[src/rtl/sccb_pkg.sv]
package sccb_pkg;

  // Register offsets; host software decodes these positions
  localparam logic [3:0] OFS_OP    = 4'd0;
  localparam logic [3:0] OFS_STAT  = 4'd1;
  localparam logic [3:0] OFS_EN    = 4'd2;
  localparam logic [3:0] OFS_DEV   = 4'd3;
  localparam logic [3:0] OFS_WIDX  = 4'd4;
  localparam logic [3:0] OFS_WVAL  = 4'd5;
  localparam logic [3:0] OFS_RIDX  = 4'd8;
  localparam logic [3:0] OFS_RVAL  = 4'd9;

  localparam logic [7:0] OPC_WR    = 8'h05;
  localparam logic [7:0] OPC_RD    = 8'h70;

  localparam logic [7:0] STS_WR_OK = 8'h04;
  localparam logic [7:0] STS_RD_OK = 8'h01;
  localparam logic [7:0] STS_NACK  = 8'h80;

  typedef enum logic [2:0] {
    K_START, K_TX, K_RX, K_STOP, K_END
  } step_kind_t;

  // Step list of a transaction: write is one frame, read is two frames
  function automatic step_kind_t step_of(input logic rd, input logic [3:0] seg);
    step_kind_t k;
    k = K_END;
    if (!rd) begin
      case (seg)
        4'd0:                k = K_START;
        4'd1, 4'd2, 4'd3:    k = K_TX;
        4'd4:                k = K_STOP;
        default:             k = K_END;
      endcase
    end else begin
      case (seg)
        4'd0, 4'd4:          k = K_START;
        4'd1, 4'd2, 4'd5:    k = K_TX;
        4'd6:                k = K_RX;
        4'd3, 4'd7:          k = K_STOP;
        default:             k = K_END;
      endcase
    end
    return k;
  endfunction

endpackage

[src/rtl/sccb_qtick.sv]
module sccb_qtick #(
  parameter int QTR_CYCLES = 4
) (
  input  logic clk,
  input  logic rst,
  input  logic run,
  output logic tick
);
  localparam int CW = $clog2(QTR_CYCLES + 1);
  localparam logic [CW-1:0] LAST = CW'(QTR_CYCLES - 1);

  logic [CW-1:0] cnt;

  always_ff @(posedge clk) begin
    if (rst || !run)     cnt <= '0;
    else if (cnt == LAST) cnt <= '0;
    else                 cnt <= cnt + 1'b1;
  end

  assign tick = run && (cnt == LAST);
endmodule

[src/rtl/sccb_sync.sv]
module sccb_sync #(
  parameter int STAGES = 2
) (
  input  logic clk,
  input  logic rst,
  input  logic din,
  output logic dout
);
  logic [STAGES-1:0] st;

  for (genvar i = 0; i < STAGES; i++) begin : g_stage
    if (i == 0) begin : g_first
      always_ff @(posedge clk) begin
        if (rst) st[0] <= 1'b1;
        else     st[0] <= din;
      end
    end else begin : g_next
      always_ff @(posedge clk) begin
        if (rst) st[i] <= 1'b1;
        else     st[i] <= st[i-1];
      end
    end
  end

  assign dout = st[STAGES-1];
endmodule

[src/rtl/sccb_engine.sv]
module sccb_engine
  import sccb_pkg::*;
(
  input  logic       clk,
  input  logic       rst,
  input  logic       tick,
  input  logic       start,
  input  logic       op_read,
  input  logic [6:0] dev7,
  input  logic [7:0] widx,
  input  logic [7:0] wval,
  input  logic [7:0] ridx,
  input  logic       sda_s,
  output logic       busy,
  output logic       done,
  output logic       nack,
  output logic [7:0] rx_byte,
  output logic       scl_lo,
  output logic       sda_lo,
  output logic       bit_phase
);
  step_kind_t kind;
  logic [3:0] seg;
  logic [1:0] q;
  logic [3:0] bidx;
  logic       rd, abort;
  logic [6:0] dev_l;
  logic [7:0] widx_l, wval_l, ridx_l, cur;
  logic [3:0] stop_seg;

  assign kind      = step_of(rd, seg);
  assign bit_phase = busy && (kind == K_TX || kind == K_RX);
  assign stop_seg  = rd ? ((seg < 4'd3) ? 4'd3 : 4'd7) : 4'd4;

  always_comb begin
    case (seg)
      4'd1:    cur = {dev_l, 1'b0};
      4'd2:    cur = rd ? ridx_l : widx_l;
      4'd3:    cur = wval_l;
      4'd5:    cur = {dev_l, 1'b1};
      default: cur = '0;
    endcase
  end

  always_ff @(posedge clk) begin
    if (rst) begin
      busy <= 1'b0;  done <= 1'b0;  nack <= 1'b0;
      seg <= '0;  q <= '0;  bidx <= '0;  rd <= 1'b0;  abort <= 1'b0;
      dev_l <= '0;  widx_l <= '0;  wval_l <= '0;  ridx_l <= '0;
      rx_byte <= '0;  scl_lo <= 1'b0;  sda_lo <= 1'b0;
    end else begin
      done <= 1'b0;
      if (!busy) begin
        if (start) begin
          busy <= 1'b1;  seg <= '0;  q <= '0;  bidx <= '0;  abort <= 1'b0;
          rd <= op_read;  dev_l <= dev7;
          widx_l <= widx;  wval_l <= wval;  ridx_l <= ridx;
        end
      end else if (tick) begin
        q <= q + 2'd1;
        case (kind)
          K_START: begin
            if (q == 2'd1) sda_lo <= 1'b1;       // falling SDA, SCL high
            if (q == 2'd3) scl_lo <= 1'b1;
          end
          K_TX, K_RX: begin
            case (q)
              2'd0: sda_lo <= (kind == K_TX) && !bidx[3] && !cur[~bidx[2:0]];
              2'd1: scl_lo <= 1'b0;
              2'd2: begin
                if (!bidx[3]) begin
                  if (kind == K_RX) rx_byte <= {rx_byte[6:0], sda_s};
                end else if (kind == K_TX && sda_s) begin
                  abort <= 1'b1;
                end
              end
              default: scl_lo <= 1'b1;
            endcase
          end
          K_STOP: begin
            if (q == 2'd0) sda_lo <= 1'b1;
            if (q == 2'd1) scl_lo <= 1'b0;
            if (q == 2'd2) sda_lo <= 1'b0;       // rising SDA, SCL high
          end
          default: ;
        endcase
        if (q == 2'd3) begin
          case (kind)
            K_TX, K_RX: begin
              if (bidx == 4'd8) begin
                bidx <= '0;
                seg  <= abort ? stop_seg : seg + 4'd1;
              end else begin
                bidx <= bidx + 4'd1;
              end
            end
            K_STOP: begin
              if (abort || step_of(rd, seg + 4'd1) == K_END) begin
                busy <= 1'b0;  done <= 1'b1;  nack <= abort;
              end else begin
                seg <= seg + 4'd1;
              end
            end
            default: seg <= seg + 4'd1;
          endcase
        end
      end
    end
  end
endmodule

[src/rtl/sccb_regs.sv]
module sccb_regs
  import sccb_pkg::*;
#(
  parameter logic [7:0] DEFAULT_DEV = 8'h60
) (
  input  logic       clk,
  input  logic       rst,
  input  logic       host_we,
  input  logic [3:0] host_addr,
  input  logic [7:0] host_wdata,
  output logic [7:0] host_rdata,
  input  logic       eng_done,
  input  logic       eng_nack,
  input  logic [7:0] eng_rx,
  output logic       start,
  output logic       op_read,
  output logic [6:0] dev7,
  output logic [7:0] widx,
  output logic [7:0] wval,
  output logic [7:0] ridx,
  output logic       pend,
  output logic       bus_en,
  output logic [7:0] status
);
  logic [7:0] en_q, dev_q, rval_q;
  logic       op_hit, opc_ok;

  assign bus_en = (en_q[7:1] != 7'd0);
  assign op_hit = host_we && (host_addr == OFS_OP);
  assign opc_ok = (host_wdata == OPC_WR) || (host_wdata == OPC_RD);
  assign dev7   = dev_q[7:1];

  always_ff @(posedge clk) begin
    if (rst) begin
      en_q <= '0;  dev_q <= DEFAULT_DEV;  widx <= '0;  wval <= '0;  ridx <= '0;
      rval_q <= '0;  status <= '0;  pend <= 1'b0;  start <= 1'b0;  op_read <= 1'b0;
      host_rdata <= '0;
    end else begin
      start <= 1'b0;
      if (host_we) begin
        case (host_addr)
          OFS_EN:   en_q  <= host_wdata;
          OFS_DEV:  dev_q <= host_wdata;
          OFS_WIDX: widx  <= host_wdata;
          OFS_WVAL: wval  <= host_wdata;
          OFS_RIDX: ridx  <= host_wdata;
          default: ;
        endcase
      end
      if (op_hit && opc_ok && bus_en && !pend) begin
        start   <= 1'b1;
        op_read <= (host_wdata == OPC_RD);
        status  <= '0;
        pend    <= 1'b1;
      end else if (eng_done) begin
        pend   <= 1'b0;
        status <= eng_nack ? STS_NACK : (op_read ? STS_RD_OK : STS_WR_OK);
        if (!eng_nack && op_read) rval_q <= eng_rx;
      end
      case (host_addr)
        OFS_STAT: host_rdata <= status;
        OFS_EN:   host_rdata <= en_q;
        OFS_DEV:  host_rdata <= dev_q;
        OFS_WIDX: host_rdata <= widx;
        OFS_WVAL: host_rdata <= wval;
        OFS_RIDX: host_rdata <= ridx;
        OFS_RVAL: host_rdata <= rval_q;
        default:  host_rdata <= '0;
      endcase
    end
  end
endmodule

[src/rtl/sccb_bridge.sv]
module sccb_bridge #(
  parameter int         QTR_CYCLES  = 4,
  parameter int         SYNC_STAGES = 2,
  parameter logic [7:0] DEFAULT_DEV = 8'h60
) (
  input  logic       clk,
  input  logic       rst,
  input  logic       host_we,
  input  logic [3:0] host_addr,
  input  logic [7:0] host_wdata,
  output logic [7:0] host_rdata,
  input  logic       sda_in,
  output logic       scl_drive_low,
  output logic       sda_drive_low
);
  logic       start, op_read, pend, bus_en;
  logic [6:0] dev7;
  logic [7:0] widx, wval, ridx, status, rx_byte;
  logic       eng_busy, eng_done, eng_nack, tick, sda_s, bit_phase;

  sccb_regs #(.DEFAULT_DEV(DEFAULT_DEV)) i_regs (
    .clk, .rst, .host_we, .host_addr, .host_wdata, .host_rdata,
    .eng_done, .eng_nack, .eng_rx(rx_byte),
    .start, .op_read, .dev7, .widx, .wval, .ridx, .pend, .bus_en, .status
  );

  sccb_qtick #(.QTR_CYCLES(QTR_CYCLES)) i_tick (
    .clk, .rst, .run(eng_busy), .tick
  );

  sccb_sync #(.STAGES(SYNC_STAGES)) i_sync (
    .clk, .rst, .din(sda_in), .dout(sda_s)
  );

  sccb_engine i_engine (
    .clk, .rst, .tick, .start, .op_read, .dev7, .widx, .wval, .ridx, .sda_s,
    .busy(eng_busy), .done(eng_done), .nack(eng_nack), .rx_byte,
    .scl_lo(scl_drive_low), .sda_lo(sda_drive_low), .bit_phase
  );
endmodule

[config.mk]
export PLATFORM = sky130hd
export DESIGN_NAME = sccb_bridge
export DESIGN_NICKNAME = d
export VERILOG_FILES = /design/src/rtl/sccb_pkg.sv /design/src/rtl/sccb_qtick.sv /design/src/rtl/sccb_sync.sv /design/src/rtl/sccb_engine.sv /design/src/rtl/sccb_regs.sv /design/src/rtl/sccb_bridge.sv
export SDC_FILE = /design/constraint.sdc
export NUM_CORES = 1
export LEC_CHECK = 0
export BUFFER_PORTS_ARGS = -buffer_cell sky130_fd_sc_hd__buf_2
export CAP_MARGIN = 20
export CORE_AREA = 2 2 161 132
export CTS_CLUSTER_SIZE = 8
export DETAILED_ROUTE_END_ITERATION = 7
export DIE_AREA = 0 0 163 134
export HOLD_SLACK_MARGIN = 0.06
export PLACE_DENSITY = 0.51
export SYNTH_ARGS = -nofsm -noshare
export SYNTH_HDL_FRONTEND = slang
export SYNTH_SLANG_ARGS = --single-unit
export TNS_END_PERCENT = 1
[constraint.sdc]
create_clock -name clk -period 7.7 [get_ports clk]
set_input_delay 0.77 -clock clk [delete_from_list [all_inputs] [get_ports clk]]
set_output_delay 0.77 -clock clk [all_outputs]
set_load 0.02 [all_outputs]
==> metrics.txt <==
outcome=finished clean; CTS tree=yes; vias in the first global route=4608; Core Box Area=20300 um2; pre-CTS setup slack=4.56 ns; Slew HR=0.401; Final Hold Vio Count=0; CP Class=input port to register; number of synthesized flops with an enable pin=0; via count=4868; sequential area share after synthesis=0.434; routability cong.=0.874; drt pass-1 iters=5; Final nets=722; Final min period=2.73 ns; clk_skew=0.0118 ns; vias per inst=4.99; global-route wire length before repair=26400 um; initial antenna violation count=0; peak supply drop=0.000155 V; Power Density=233 nW/um2; Post-DP HPWL=11500 um; clk_lat worst skew=0.42 ns; post-synth top area cell=dfxtp_1; Die ar.=21800 um2; Clk Tree Root Cell=clkbuf_16; RSZ-0062 raised after global routing=false; Mean Syn Cell Area=8.38 um2; commonest non-fill, non-tap cells in the layout=dfxtp_1 (125), nand2_1 (103), nor2_1 (91); Crit path required time=7.96 ns; max frequency=0.366 GHz; FF+latch count, synth=125; Post-Synthesis Cells=688; Initial Utilization=0.284; cts hold-fix bufs=0; Mapped Area=5770 um2; setup TNS=0 ns; sequential cell fraction of total power=0.416; total power=0.00157 W; worst endpoint data arrival time=2.99 ns; drc violations=0; Synth top area share=0.434; Tightest Pin Transition=0.898 ns; Crit Path Max Fanout=21; initial DRC count=486; die width=163 um; Net Sw Power=0.000338 W; Crit. End Element=register; die height=134 um; Avg WL per Cell=16.7 um; Antenna Cells=0; power share of the combinational group=0.030; Yosys cell types=66; CTS sink count=125; placed insts=944; maximum capacitance violations=0; ys flop type=dfxtp_1; switching share of power=0.215; all-layer global routing usage=0.157; Hold Crit Class=register to register; Final Setup Violations=0; syn nets=716; Leak=2.55 nW; I/O Buffers=25; Area Growth Syn to Fin=16.8%; clk buf depth=2; Ys Warns=0; clock-pin slew on the worst setup and hold paths=0.06 ns; H-Tree Depth=4; Antenna Nets Post-Route=0; Synth area leaders=dfxtp_1 (43%), mux2i_1 (7.1%), nand2_1 (6.7%); final cycle utilization of the critical path=0.355; Total Wirelength=16300 um; total gr overflow=0; Post-synth ARST share=0; post-CTS setup buffers=0; Post-Layout Cell Count=976; Num CTS Buffers=17; most common cell after layout, fill and taps aside=dfxtp_1; Hold WS=0.410 ns; I/O Pins=26; clock network fraction of total power=0.554; Post-CTS Resized=0; Final Max Slew Viols=0; Filler cells=2150; largest net degree at the start of global routing=77; Startpoint Class=input port; layout cells sized above 1=0.112; worst setup margin=4.97 ns; cell-internal power=0.00123 W; Rows=47
## path summary, 6_finish.rpt
| path | from | to | slack [ns] | depth (start not counted) |
|---|---|---|---|---|
| worst max-delay path | host_addr[0] | i_regs.rval_q[5]$_SDFFE_PP0P_ | 4.97 | 7 |
| worst max register to register | i_engine.bidx[0]$_SDFFE_PP0P_ | register | 5.04 | 8 |
| worst min register to register | i_sync.st[0]$_SDFF_PP1_ | i_sync.dout$_SDFF_PP1_ | 0.41 | 1 |
| worst min-delay path | i_sync.st[0]$_SDFF_PP1_ | i_sync.dout$_SDFF_PP1_ | 0.41 | 1 |
## metrics by stage
| step | utilization | area, um2 |
|---|---|---|
| after floorplan | - | 5770 |
| after global placement | 0.300 | 6080 |
| after detailed placement | 0.300 | 6080 |
| after CTS | 0.332 | 6740 |
| after global routing | 0.332 | 6740 |
| final | 0.332 | 6740 |
## power groups by stage
stage	Combinational [W]	Clock, W	Sequential (W)
after floorplan	0.0000279	0	0.000666
after global placement	0.0000464	0	0.000668
after detailed placement	0.0000463	0	0.000668
after CTS	0.0000463	0.000887	0.000654
after global routing	0.0000508	0.000921	0.000654
final	0.0000465	0.000870	0.000654
## cells by family after synthesis
| logic type | share of synthesized area |
|---|---|
| AOI/OAI and AO/OA | 0.189 |
| buffers and inverters | 0.0395 |
| and+or+nand+nor | 0.215 |
| adders and majority gates | 0.0260 |
| muxes | 0.0933 |
| DFF | 0.434 |
| xor gates and xnor gates | 0.00304 |
## final cells by class
type,instances,area [um2],area share
Tap cell,269,337,0.0500
Clock buffer,20,467,0.0693
Multi-Input combinational cell,507,3040,0.451
Sequential cell,125,2500,0.371
Clock inverter,12,185,0.0275
Inverter,15,56.3,0.00836
Timing Repair Buffer,28,150,0.0223
## state kept, by name, indices dropped and copies added (netlist names), 2 cells and up, named ones only
register           flops
i_regs.ridx            8
i_regs.en_q            8
i_engine.widx_l        8
i_engine.seg           4
i_regs.widx            8
i_tick.cnt             3
i_engine.wval_l        8
i_regs.status          3
i_engine.bidx          4
i_engine.ridx_l        8
i_regs.rval_q          8
i_engine.rx_byte       8
i_engine.dev_l         7
i_regs.host_rdata      8
i_engine.q             2
i_regs.dev_q           8
i_regs.wval            8
## cell usage after synthesis, types with 12 or more instances
master    count
a21oi_1      77
nand2_1     103
nor2_1       91
nand3_1      16
a22oi_1      16
nor3_1       12
mux2i_1      41
nor2b_1      12
clkbuf_1     33
dfxtp_1     125
o21ai_0      16
ha_1         12
inv_1        15
## worst max-delay path, stage by stage
cell,delay (ns)
buf_2,0.21
or4_1,0.58
nand4bb_1,0.21
a221oi_2,0.68
nor2_1,0.31
nand2_1,0.14
a21oi_1,0.08
## per-layer routing
layer	track usage	wire length (um)	vias up
met2	0.219	6720	98
met1	0.238	8730	2310
li1	-	-	2445
met4	0.0452	194	0
met3	0.0387	641	15
met5	0	0	-
No activity file was read; power rests on OpenSTA's default activity.
